`config.mk`:
```
export PLATFORM = sky130hd
export DESIGN_NAME = scan_mem_allocator
export DESIGN_NICKNAME = d
export VERILOG_FILES = /design/src/rtl/scan_mem_allocator.sv
export SDC_FILE = /design/constraint.sdc
export NUM_CORES = 1
export LEC_CHECK = 0
export BUFFER_PORTS_ARGS = -buffer_cell sky130_fd_sc_hd__clkbuf_2
export CORE_MARGIN = 1.5
export CORE_UTILIZATION = 30
export DETAILED_ROUTE_END_ITERATION = 7
export GPL_ROUTABILITY_DRIVEN = 0
export MAX_ROUTING_LAYER = met4
export PLACE_DENSITY_LB_ADDON = 0.12
export SYNTH_ARGS = -nofsm -noshare
export SYNTH_HDL_FRONTEND = slang
export SYNTH_SLANG_ARGS = --single-unit
```
`constraint.sdc`:
```
create_clock -name clk -period 4.83 [get_ports clk]
set_clock_uncertainty 0.15 [all_clocks]
set_input_delay 0.966 -clock clk [delete_from_list [all_inputs] [get_ports clk]]
set_output_delay 0.966 -clock clk [all_outputs]
set_load 0.005 [all_outputs]
```
`src/rtl/scan_mem_allocator.sv`:
```
module scan_mem_allocator #(
  parameter int LW = 10
) (
  input  logic          clk,
  input  logic          rst_n,
  input  logic [LW-1:0] hb_len,
  input  logic [LW-1:0] hf_len,
  input  logic [LW-1:0] ha_len,
  input  logic [LW-1:0] hk_len,
  input  logic [LW-1:0] vf_len,
  input  logic [LW-1:0] va_len,
  input  logic [LW-1:0] vk_len,
  input  logic [LW-1:0] vb_len,
  input  logic          vram_mode,
  input  logic          disp_off,
  input  logic          refr_off,
  output logic          hblank,
  output logic          vblank,
  output logic [2:0]    grant,
  output logic [LW-1:0] col,
  output logic [LW-1:0] line,
  output logic          sr_load
);
  localparam logic [1:0] H_BLANK = 2'd0, H_WIN = 2'd2, H_BACK = 2'd3;
  localparam logic [1:0] V_ACT = 2'd1, V_BACK = 2'd2, V_BLANK = 2'd3;
  localparam logic [2:0] G_DISP = 3'b001, G_REF = 3'b010, G_CMD = 3'b100;

  logic [3:0][LW-1:0] h_sh, v_sh, h_in, v_in, h_use, v_use;
  logic [1:0]    hph, vph;
  logic [LW-1:0] hcnt, vcnt;
  logic [3:0]    nv;
  logic          armed, primed;
  logic          hend, line_end, vend, in_win, act_line;

  assign h_in  = {hk_len, ha_len, hf_len, hb_len};
  assign v_in  = {vb_len, vk_len, va_len, vf_len};
  assign h_use = primed ? h_sh : h_in;
  assign v_use = primed ? v_sh : v_in;

  assign hend     = ({1'b0, hcnt} + 1'b1) >= {1'b0, h_use[hph]};
  assign line_end = hend && (hph == H_BACK);
  assign vend     = line_end && (({1'b0, vcnt} + 1'b1) >= {1'b0, v_use[vph]});

  always_ff @(posedge clk or negedge rst_n) begin
    if (!rst_n) begin
      hph    <= H_BLANK;
      hcnt   <= '0;
      vph    <= 2'd0;
      vcnt   <= '0;
      nv     <= '0;
      armed  <= 1'b0;
      primed <= 1'b0;
      h_sh   <= '0;
      v_sh   <= '0;
    end else begin
      if (hend) begin
        hph  <= hph + 2'd1;
        hcnt <= '0;
      end else begin
        hcnt <= hcnt + 1'b1;
      end
      if (line_end) begin
        armed <= 1'b1;
        if (armed && vph != V_ACT) nv <= (nv == 4'd8) ? 4'd0 : nv + 4'd1;
        if (vend) begin
          vph  <= vph + 2'd1;
          vcnt <= '0;
        end else begin
          vcnt <= vcnt + 1'b1;
        end
      end
      if (!primed || (vend && vph == V_BACK)) begin
        h_sh   <= h_in;
        v_sh   <= v_in;
        primed <= 1'b1;
      end
    end
  end

  assign in_win   = hph == H_WIN;
  assign act_line = vph == V_ACT;
  assign hblank   = hph == H_BLANK;
  assign vblank   = vph == V_BLANK;
  assign col      = in_win ? hcnt : '0;
  assign line     = act_line ? vcnt : '0;
  assign sr_load  = armed && vram_mode && !disp_off && act_line && hblank && hend;

  always_comb begin
    grant = G_CMD;
    if (armed && in_win) begin
      if (act_line) begin
        if (!disp_off && (!vram_mode || hcnt == '0)) grant = G_DISP;
      end else if (!refr_off && nv == 4'd0) begin
        grant = G_REF;
      end
    end
  end
endmodule

```
==> impl_results.md, run 1 <==
- Outcome: complete, no violations
- Share of layout cells above drive strength 1: 44.2%
- Crit. End Element: primary output
- WP data arrival: 3.36 ns
- Place WS: 0.441 ns
- Slew @ Worst Pin: 1.04 ns
- H-tree Lvls: 3
- Worst VDD drop: 0.000170 V
- Worst Hold Class: reg2reg
- PwrDens: 352 mW/mm^2
- Clock Root Buffer: clkbuf_16
- GR peak layer: met1
- Worst Setup Slack, final: 0.353 ns
- Post-CTS Hold Buffers: 0
- Worst hold-check slack: between 0.3 and 0.4 ns
- Initial antenna violation count: 1
- Met3 Use GR: roughly 1.7%
- Grt met2 use: 21.1%
- Flop2flop setup slack: 0.69 ns
- Unrepaired setup endpoints after global routing: false
- Port Buffers: 110
- Number of flops mapped to enable cells by yosys: 0
- Register area: ~0.0028 sq mm
- Leakage power: 3.73 nW
- Die X: 153 um
- Worst Reg2Reg Path Length in Cells: 10
- Filler Cell Count: 2186
- Setup crit end: sr_load
- Drt first pass iters: 4
- Area Overhead vs Synth: 16.0%
- Register bit total from synthesis: 110
- Hpwl dp: 11900 um
- Grt total ovfl: 0
- Total wire length: ~16000 um
- Worst slew margin: 30.4%
- Largest net degree at the start of global routing: 46
- Max Slew Vio Count: 0
- Area occupied by multi-input gates: 0.00372 sq mm
- TritonCTS clock tree: built
- Core Area: 0.0219 sq mm
- Worst r2r src: vph[0]$_DFFE_PN0P_
- Count of final hold-check violations: 0
- Mapped Avg Cell Area: 14.1 sq um
- Clock Latency Late Sink: 0.35 ns
- Die height: 153 um
- Reg2Reg Capture Point: v_sh[33]$_DFFE_PN0P_
- WHS Path Cells: 1
- Met1 usage in global routing: 22.1%
- Worst-path clk slew: 0.07 ns
- Synth cell types: 45
- Synth Cell Area: 0.00673 sq mm
- Maximum clock rate: 223 MHz
- Largest cells by area after synthesis: dfrtp_1 41%, mux2_4 18%, mux4_2 13%
- Minimum clock period after layout: roughly 4.5 ns
- Vias in the first global route: 4506
- CP Launch Type: flip-flop
- CTS buffer count: 9
- Most frequent cells in the layout: 109 x dfrtp_1, 109 x clkbuf_2, 80 x mux2_4, 40 x mux4_2, 31 x ha_1
- Kind of critical path: reg2out
- Vias/cell: 4.83
- Gr usage total: 14.9%
- Nets: between 700 and 800
- Antenna Violating Nets Remaining: 0
- Max Root-Sink Buffers: 2
- Row count: 54
- Synth warn: 0
- Area leader, netlist: dfrtp_1
- Setup TNS Final: 0 ns
- Boundary Pins: 111
- Fin crit share: approximately 93%
- Peak fanout along the critical path: 36
- Syn Nets: 594
- Top-area cell type share of the netlist area: 40.9%
- Initial Util: 30.7%
- Max-cap violations: 0
- Top FF cell, synth: dfrtp_1
- DIE AREA: 0.0233 sq mm
- Worst EP required: 3.71 ns
- Syn Inst Count: 478
- First-pass GRT wire length: ~26000 um
- Final setup fails: 0
- Drc violations: 0
- WL/cell: 18.6 um
- Clock sink count: 110
- Asr flop ratio synth: 100%
- Worst setup path start: primed$_DFFE_PN0P_
- PostCTS Resize Cnt: 0
- Via count: around 4200
- Post-CTS setup repair buffer count: 0
- Drt first-iter violations: 168
- Sequential share of the synthesized area: 40.9%
-- critical path, cell delays in order, from the launching register on --
cell and delay, ns:
dfrtp_2 0.39, buf_12 0.29, mux4_2 0.57, mux2i_1 0.19
ha_1 0.27, a21o_1 0.17, a221oi_2 0.27, o21ai_1 0.15
a31o_4 0.35, and4_1 0.23, clkbuf_2 0.11
-- logic make-up (layout without fill, tap and decap cells) --
group / Yosys count / count (layout) / synth area share (%)
AO/OA/AOI/OAI: 40 / 40 / 4.16
XOR/XNOR: 18 / 18 / 2.34
adder cells (fa/ha/maj): 31 / 31 / 5.76
buffers and inverters: 35 / 148 / 4.01
flip-flops: 110 / 110 / 40.9
multiplexers: 142 / 142 / 34.5
other: 1 / 2 / 0.0557
AND/OR/NAND/NOR: 101 / 101 / 8.23
-- area by class of cell --
type / count / area share [%]
sequential: 110 / 35.3
antenna: 1 / 0.0320
multi-input combinational: 333 / 47.6
inverter: 11 / 0.529
tap: 280 / 4.49
clock inverter: 3 / 0.256
clock buffer: 13 / 3.20
timing repair buffer: 121 / 8.62
-- layer usage --
| layer | vias to the layer above | wire (um) |
|---|---|---|
| met1 | 2141 | 8330 |
| met3 | 12 | 460 |
| met4 | 0 | 201 |
| met2 | 75 | 7180 |
| li1 | 1988 | - |
| met5 | - | 0 |
-- report_power, final --
part | internal (mW) | leakage, nW | total [mW] | switching [mW]
registers | 1.03 | 1.32 | 1.14 | 0.104
clock network | 0.365 | 0.126 | 0.712 | 0.347
logic | 0.460 | 2.28 | 0.901 | 0.441
-- synth_stat cells (all sizes together) (3+ instances only) --
cell type	n
a21oi	5
buf	13
a22o	4
a21o	6
nor2	9
ha	31
xnor2	12
xor2	6
dfrtp	110
inv	11
nand2b	4
nor2b	9
nand3	15
mux2i	20
nand4	6
and2	20
mux4	40
mux2	82
o21ai	12
and3	8
nand2	21
clkbuf	11
a31oi	3
-- state kept, by name (all words and copies together) (netlist names) --
signal and flops:
armed 1, h_sh 40, hcnt 10, hph 2, nv 4, primed 1
v_sh 40, vcnt 10, vph 2
-- worst min-delay path by stage --
stage	startpoint	end
2_1_floorplan	armed$_DFFE_PN0P_	armed$_DFFE_PN0P_
3_3_place_gp	armed$_DFFE_PN0P_	armed$_DFFE_PN0P_
3_5_place_dp	armed$_DFFE_PN0P_	armed$_DFFE_PN0P_
4_1_cts	armed$_DFFE_PN0P_	armed$_DFFE_PN0P_
5_1_grt	armed$_DFFE_PN0P_	armed$_DFFE_PN0P_
6_report	armed$_DFFE_PN0P_	armed$_DFFE_PN0P_
-- stage by stage --
stage | util (%) | area, sq um | instances | total power [mW]
floorplan | - | 6730 | 478 | 1.78
global placement | 34.4 | 7540 | 855 | 2.04
detailed placement | 34.4 | 7540 | 855 | 2.07
CTS | 35.7 | 7810 | 871 | 2.79
global route | 35.7 | 7810 | 872 | 2.94
finish | 35.7 | 7810 | 872 | 2.75
Power figures use the tool's default switching activity.
==> run 2, diff against run 1 <==
--- a/constraint.sdc
+++ b/constraint.sdc
@@ -4,2 +4,2 @@
 set_output_delay 0.966 -clock clk [all_outputs]
-set_load 0.005 [all_outputs]
+set_load 0.05 [all_outputs]
==> run 2 against run 1 <==
Compared with the run above:
- via count decreased by 0.95%
- combinational power increased by 7.2%
- critical path depth unchanged
- die area unchanged
- non-clock buffer count increased by 1
- clock power increased by 8.8%
- first-iteration DRC count increased by 24%
- global-route usage about the same
- cell count unchanged
- critical path type is now in2out
- critical endpoint unchanged
- highest routed layer unchanged
==> impl_results.md, run 2 (synthesis results as in run 1) <==
- Outcome: complete, no violations
- CP Launch Type: primary input
- Worst r2r src: vph[0]$_DFFE_PN0P_
- Share of layout cells above drive strength 1: 44.4% (+0.26 points)
- Setup TNS Final: 0 ns (unchanged)
- PwrDens: 367 mW/mm^2 (+4.1%)
- Worst setup path start: hb_len[4]
- Drt first-iter violations: 209 (+24%)
- WL/cell: 18.4 um (-0.82%)
- Flop2flop setup slack: 0.74 ns (+0.05 ns)
- Max Slew Vio Count: 0 (unchanged)
- Post-CTS Hold Buffers: 0 (unchanged)
- Drc violations: 0 (unchanged)
- Largest net degree at the start of global routing: 55 (+20%)
- Row count: 54 (unchanged)
- Vias/cell: 4.79 (-0.95%)
- Crit. End Element: primary output
- H-tree Lvls: 3 (unchanged)
- Clock sink count: 110 (unchanged)
- # diodes: 0 (-1)
- Clock Root Buffer: clkbuf_16
- Vias in the first global route: 4618 (+2.5%)
- CTS buffer count: 9 (unchanged)
- Minimum clock period after layout: 4.49 ns (+0.0153 ns)
- Post-CTS setup repair buffer count: 0 (unchanged)
- WP data arrival: 3.38 ns (+0.02 ns)
- Leakage power: 3.75 nW (+0.66%)
- Initial Util: 30.7% (unchanged)
- Max Root-Sink Buffers: 2 (unchanged)
- Area occupied by multi-input gates: 0.00372 sq mm (unchanged)
- Worst VDD drop: 0.000158 V (-6.8%)
- Clock Latency Late Sink: 0.36 ns (about the same)
- Kind of critical path: in2out
- Worst-path clk slew: 0.07 ns (about the same)
- Most frequent cells in the layout: 109 x dfrtp_1, 109 x clkbuf_2, 80 x mux2_4, 40 x mux4_2, 31 x ha_1
- Via count: 4176 (-0.95%)
- Total wire length: 16000 um (-0.82%)
- Boundary Pins: 111 (unchanged)
- Nets: 703 (+0.14%)
- Reg2Reg Capture Point: h_sh[10]$_DFFE_PN0P_
- Worst Hold Class: reg2reg
- Fin crit share: 93.0% (+0.32 points)
- Worst Reg2Reg Path Length in Cells: 10 (unchanged)
- Worst Setup Slack, final: 0.337 ns (-0.0153 ns)
- Slew @ Worst Pin: 1.14 ns (+0.0958 ns)
- Hpwl dp: 11800 um (-0.28%)
- Peak fanout along the critical path: 18 (-50%)
- Regs by FF count: h_sh x40, v_sh x40
- DIE AREA: 0.0233 sq mm (unchanged)
- Area Overhead vs Synth: 16.6%
- Place WS: 0.338 ns (-0.104 ns)
- Port Buffers: 110 (unchanged)
- Unrepaired setup endpoints after global routing: false
- Setup crit end: sr_load
- Final setup fails: 0 (unchanged)
- TritonCTS clock tree: built
- Initial antenna violation count: 0 (-1)
- Filler Cell Count: 2169 (-0.78%)
- Drt first pass iters: 4 (unchanged)
- Core Area: 0.0219 sq mm (unchanged)
- PostCTS Resize Cnt: 0 (unchanged)
- Worst slew margin: 24.0% (-6.4 points)
- First-pass GRT wire length: 26200 um (-0.44%)
- Gr usage total: 14.9% (-0.023 points)
- Die height: 153 um (unchanged)
- Maximum clock rate: 223 MHz (-0.34%)
- Count of final hold-check violations: 0 (unchanged)
- Grt total ovfl: 0 (unchanged)
- Die X: 153 um (unchanged)
- Worst EP required: 3.71 ns (about the same)
- Antenna Violating Nets Remaining: 0 (unchanged)
- Register area: 0.00275 sq mm (unchanged)
- Max-cap violations: 0 (unchanged)
## run 2: changes by cell type in the layout (fill, tap and decap cells not counted)
| cell | previous run | this run |
|---|---|---|
| bufinv_16 | 0 | 1 |
| clkbuf_1 | 3 | 2 |
| buf_4 | 9 | 10 |
| diode_2 | 1 | 0 |
| clkbuf_8 | 1 | 2 |
| clkinvlp_4 | 2 | 1 |
## run 2: metrics by stage
step	instances	power (mW)	util [%]	cell area, sq um	hold WS [ns]
after floorplan	478	1.84	-	6730	0.299
after global placement	856	2.11	34.5	7550	0.323
after detailed placement	856	2.13	34.5	7550	0.330
after CTS	872	2.92	35.9	7850	0.349
after global routing	872	3.06	35.9	7850	0.371
final	872	2.88	35.9	7850	0.342
## run 2: worst min path at each step
| stage | start | end | slack [ns] | cells past startpoint |
|---|---|---|---|---|
| after floorplan | armed$_DFFE_PN0P_ | armed$_DFFE_PN0P_ | 0.30 | 1 |
| after global placement | armed$_DFFE_PN0P_ | armed$_DFFE_PN0P_ | 0.32 | 1 |
| after detailed placement | armed$_DFFE_PN0P_ | armed$_DFFE_PN0P_ | 0.33 | 1 |
| after CTS | armed$_DFFE_PN0P_ | armed$_DFFE_PN0P_ | 0.35 | 1 |
| after global routing | v_sh[38]$_DFFE_PN0P_ | v_sh[38]$_DFFE_PN0P_ | 0.37 | 1 |
| final | armed$_DFFE_PN0P_ | armed$_DFFE_PN0P_ | 0.34 | 1 |
## run 2: worst max-delay path, stage by stage
cell and delay, ns:
clkbuf_2 0.09, mux4_2 0.51, mux2i_1 0.16, ha_1 0.26
a21o_1 0.19, a221oi_2 0.23, o21ai_1 0.15, a31o_4 0.35
and4_1 0.22, clkbuf_2 0.23
## run 2: where the power goes
group | switching, mW | internal (mW)
Clock | 0.344 | 0.431
Combinational | 0.504 | 0.462
Sequential | 0.103 | 1.03
Total | 0.951 | 1.93
## run 2: metal layers
metal | up-vias | global-route usage [%] | share of wire (%)
li1 | 1994 | - | -
met2 | 67 | 21.8 | 45
met1 | 2099 | 20.9 | 51
met3 | 16 | 2.08 | 2.7
met4 | 0 | 5.49 | 1.7
met5 | - | - | 0
## run 2: cell type report
cell class | instances | area share [%]
multi-input combinational | 333 | 47.4
clock buffer | 13 | 3.32
timing repair buffer | 122 | 8.67
inverter | 11 | 0.526
tap | 280 | 4.46
sequential | 110 | 35.1
clock inverter | 3 | 0.542
==> run 3, diff against run 2 <==
CORE_MARGIN = 5   (was 1.5)
==> run 3 against run 2 <==
Compared with the run above:
- power is 1.3% higher
- cell area grew 0.61%
- first-iteration DRC count decreased by 25%
- sequential power about the same
- utilization increased by 0.11 points
- worst setup slack got worse by 0.030 ns
- register-to-register slack better by 0.12 ns
- wire length grew 0.95%
- sequential cell count is the same
- sequential share of layout area shrank 0.21 points
- global-route usage down 1.8 points
- critical path type unchanged
- largest power group unchanged
- highest routed layer unchanged
==> impl_results.md, run 3 (synthesis results as in run 1) <==
- Crit. End Element: primary output
- Unrepaired setup endpoints after global routing: false
- Slowest cell on crit path: mux4_2
- Most used cell, CP: clkbuf_2
- Count of final hold-check violations: 0 (unchanged)
- Hpwl dp: 12200 um (+3.6%)
- Drt first-iter violations: 157 (-25%)
- Max Slew Vio Count: 0 (unchanged)
- Via count: 4238 (+1.5%)
- Boundary Pins: 111 (unchanged)
- Total power: 2.91 mW (+1.3%)
- Clock Root Buffer: clkbuf_16
- Pint: 1.96 mW (+1.8%)
- Final setup fails: 0 (unchanged)
- Cells along the critical path: clkbuf_2 > mux4_2 > mux2i_1 > ha_1 > a21o_1 > a221oi_2 > o21ai_1 > a31o_4 > and4_1 > clkbuf_2
- H-tree Lvls: 3 (unchanged)
- Comb power frac: 33.6% (about the same)
- Slew @ Worst Pin: 1.05 ns (-0.0898 ns)
- Minimum clock period after layout: 4.52 ns (+0.0296 ns)
- Worst slew margin: 30.0% (+6.0 points)
- Nets: 704 (+0.14%)
- Critical Path Max Stage Delay: 0.51 ns (about the same)
- Leakage power: 3.77 nW (+0.48%)
- Worst Hold Class: reg2reg
- Largest net degree at the start of global routing: 54 (-1.8%)
- Drt first pass iters: 4 (unchanged)
- Worst EP required: 3.71 ns (about the same)
- Place WS: 0.322 ns (-0.0152 ns)
- Outcome: complete, no violations
- Setup TNS Final: 0 ns (unchanged)
- Final core occ: 36.0% (+0.11 points)
- PostCTS Resize Cnt: 0 (unchanged)
- Gr usage total: 13.1% (-1.8 points)
- Peak fanout along the critical path: 18 (unchanged)
- Max Root-Sink Buffers: 2 (unchanged)
- Area Overhead vs Synth: 17.3%
- Post-Place Cell Area: 0.00759 sq mm (+0.60%)
- Reg power frac: 39.2% (-0.3 points)
- Initial antenna violation count: 0 (unchanged)
- First-pass GRT wire length: 25700 um (-1.8%)
- Worst-path clk slew: 0.07 ns (about the same)
- Clock sink count: 110 (unchanged)
- # diodes: 0 (unchanged)
- Row count: 54 (unchanged)
- Kind of critical path: in2out
- Register area: 0.00275 sq mm (unchanged)
- Worst hold-check slack: 0.344 ns (+0.00155 ns)
- TritonCTS clock tree: built
- Vias/cell: 4.86 (+1.5%)
- Die X: 160 um (+4.6%)
- Area occupied by multi-input gates: 0.00372 sq mm (unchanged)
- Net Sw Frac: 32.7% (-0.31 points)
- Port Buffers: 110 (unchanged)
- Power share of the clock group: 27.2% (+0.3 points)
- Clock Latency Late Sink: 0.35 ns (about the same)
- Initial Util: 30.7% (-0.095 points)
- Fin cells: 872 (unchanged)
- Total wire length: 16200 um (+0.95%)
- CTS buffer count: 9 (unchanged)
- Worst VDD drop: 0.000192 V (+22%)
- Drc violations: 0 (unchanged)
- Antenna Violating Nets Remaining: 0 (unchanged)
- Share of layout cells above drive strength 1: 44.4% (unchanged)
- Buf/Inv on CP: 2 (unchanged)
- PwrDens: 369 mW/mm^2 (+0.69%)
- Max-cap violations: 0 (unchanged)
- Post-CTS setup repair buffer count: 0 (unchanged)
- Vias in the first global route: 4601 (-0.37%)
- Maximum clock rate: 221 MHz (-0.65%)
- Grt total ovfl: 0 (unchanged)
- Delay-heaviest family, CP: compound AO/OA/AOI/OAI gates
- Final instance area: 0.00790 sq mm (+0.61%)
- DIE AREA: 0.0255 sq mm (+9.4%)
- Fin crit share: 93.6% (+0.61 points)
- Regs by FF count: h_sh x40, v_sh x40
- Post-CTS Hold Buffers: 0 (unchanged)
- CP Launch Type: primary input
- Sw Pwr: 954 uW (+0.34%)
- Core Area: 0.0220 sq mm (+0.31%)
- WP data arrival: 3.41 ns (+0.03 ns)
- WL/cell: 18.6 um (+0.95%)
- Filler Cell Count: 2129 (-1.8%)
- Most frequent cells in the layout: 109 x dfrtp_1, 109 x clkbuf_2, 80 x mux2_4, 40 x mux4_2, 31 x ha_1
- Die height: 160 um (+4.6%)
- # placed instances: 857 (+0.12%)
- Worst Setup Slack, final: 0.308 ns (-0.0296 ns)
==> run 3: cell count changes in the layout (fill, tap and decap cells not counted), sizes merged <==
cell,change
bufinv,+1
buf,+1
clkbuf,-2
==> run 3: final cells by class <==
cell class              instances  area share [%]
clock inverters                 4           0.919
well taps                     280            4.44
repair buffers                123            9.19
flip-flops and latches        110            34.9
inverters                      11           0.523
multi-input cells             333            47.1
clock buffers                  11            2.95
==> run 3: final timing paths <==
path	endpoint	startpoint	slack, ns	depth (start not counted)
worst min register to register	armed$_DFFE_PN0P_	armed$_DFFE_PN0P_	0.34	1
max in group asynchronous	nv[3]$_DFFE_PN0P_	rst_n	3.10	2
min in group asynchronous	v_sh[11]$_DFFE_PN0P_	rst_n	0.50	1
worst max register to register	v_sh[34]$_DFFE_PN0P_	vph[0]$_DFFE_PN0P_	0.86	10
worst min-delay path	armed$_DFFE_PN0P_	armed$_DFFE_PN0P_	0.34	1
worst max-delay path	sr_load	hb_len[4]	0.31	10
==> run 3: power groups by stage <==
| stage | sequential [mW] | clock [mW] | combinational, mW |
|---|---|---|---|
| after floorplan | 1.12 | 0 | 0.723 |
| after global placement | 1.16 | 0 | 0.968 |
| after detailed placement | 1.16 | 0 | 0.988 |
| after CTS | 1.14 | 0.824 | 0.992 |
| after global routing | 1.16 | 0.849 | 1.07 |
| final | 1.14 | 0.793 | 0.979 |
==> run 3: metal layers <==
layer / wire (um) / share of wire [%] / GRT usage [%]
met2: 7190 / 44 / 19.3
met4: 284 / 1.8 / 4.61
met5: 0 / 0 / -
met3: 370 / 2.3 / 1.39
met1: 8360 / 52 / 18.7
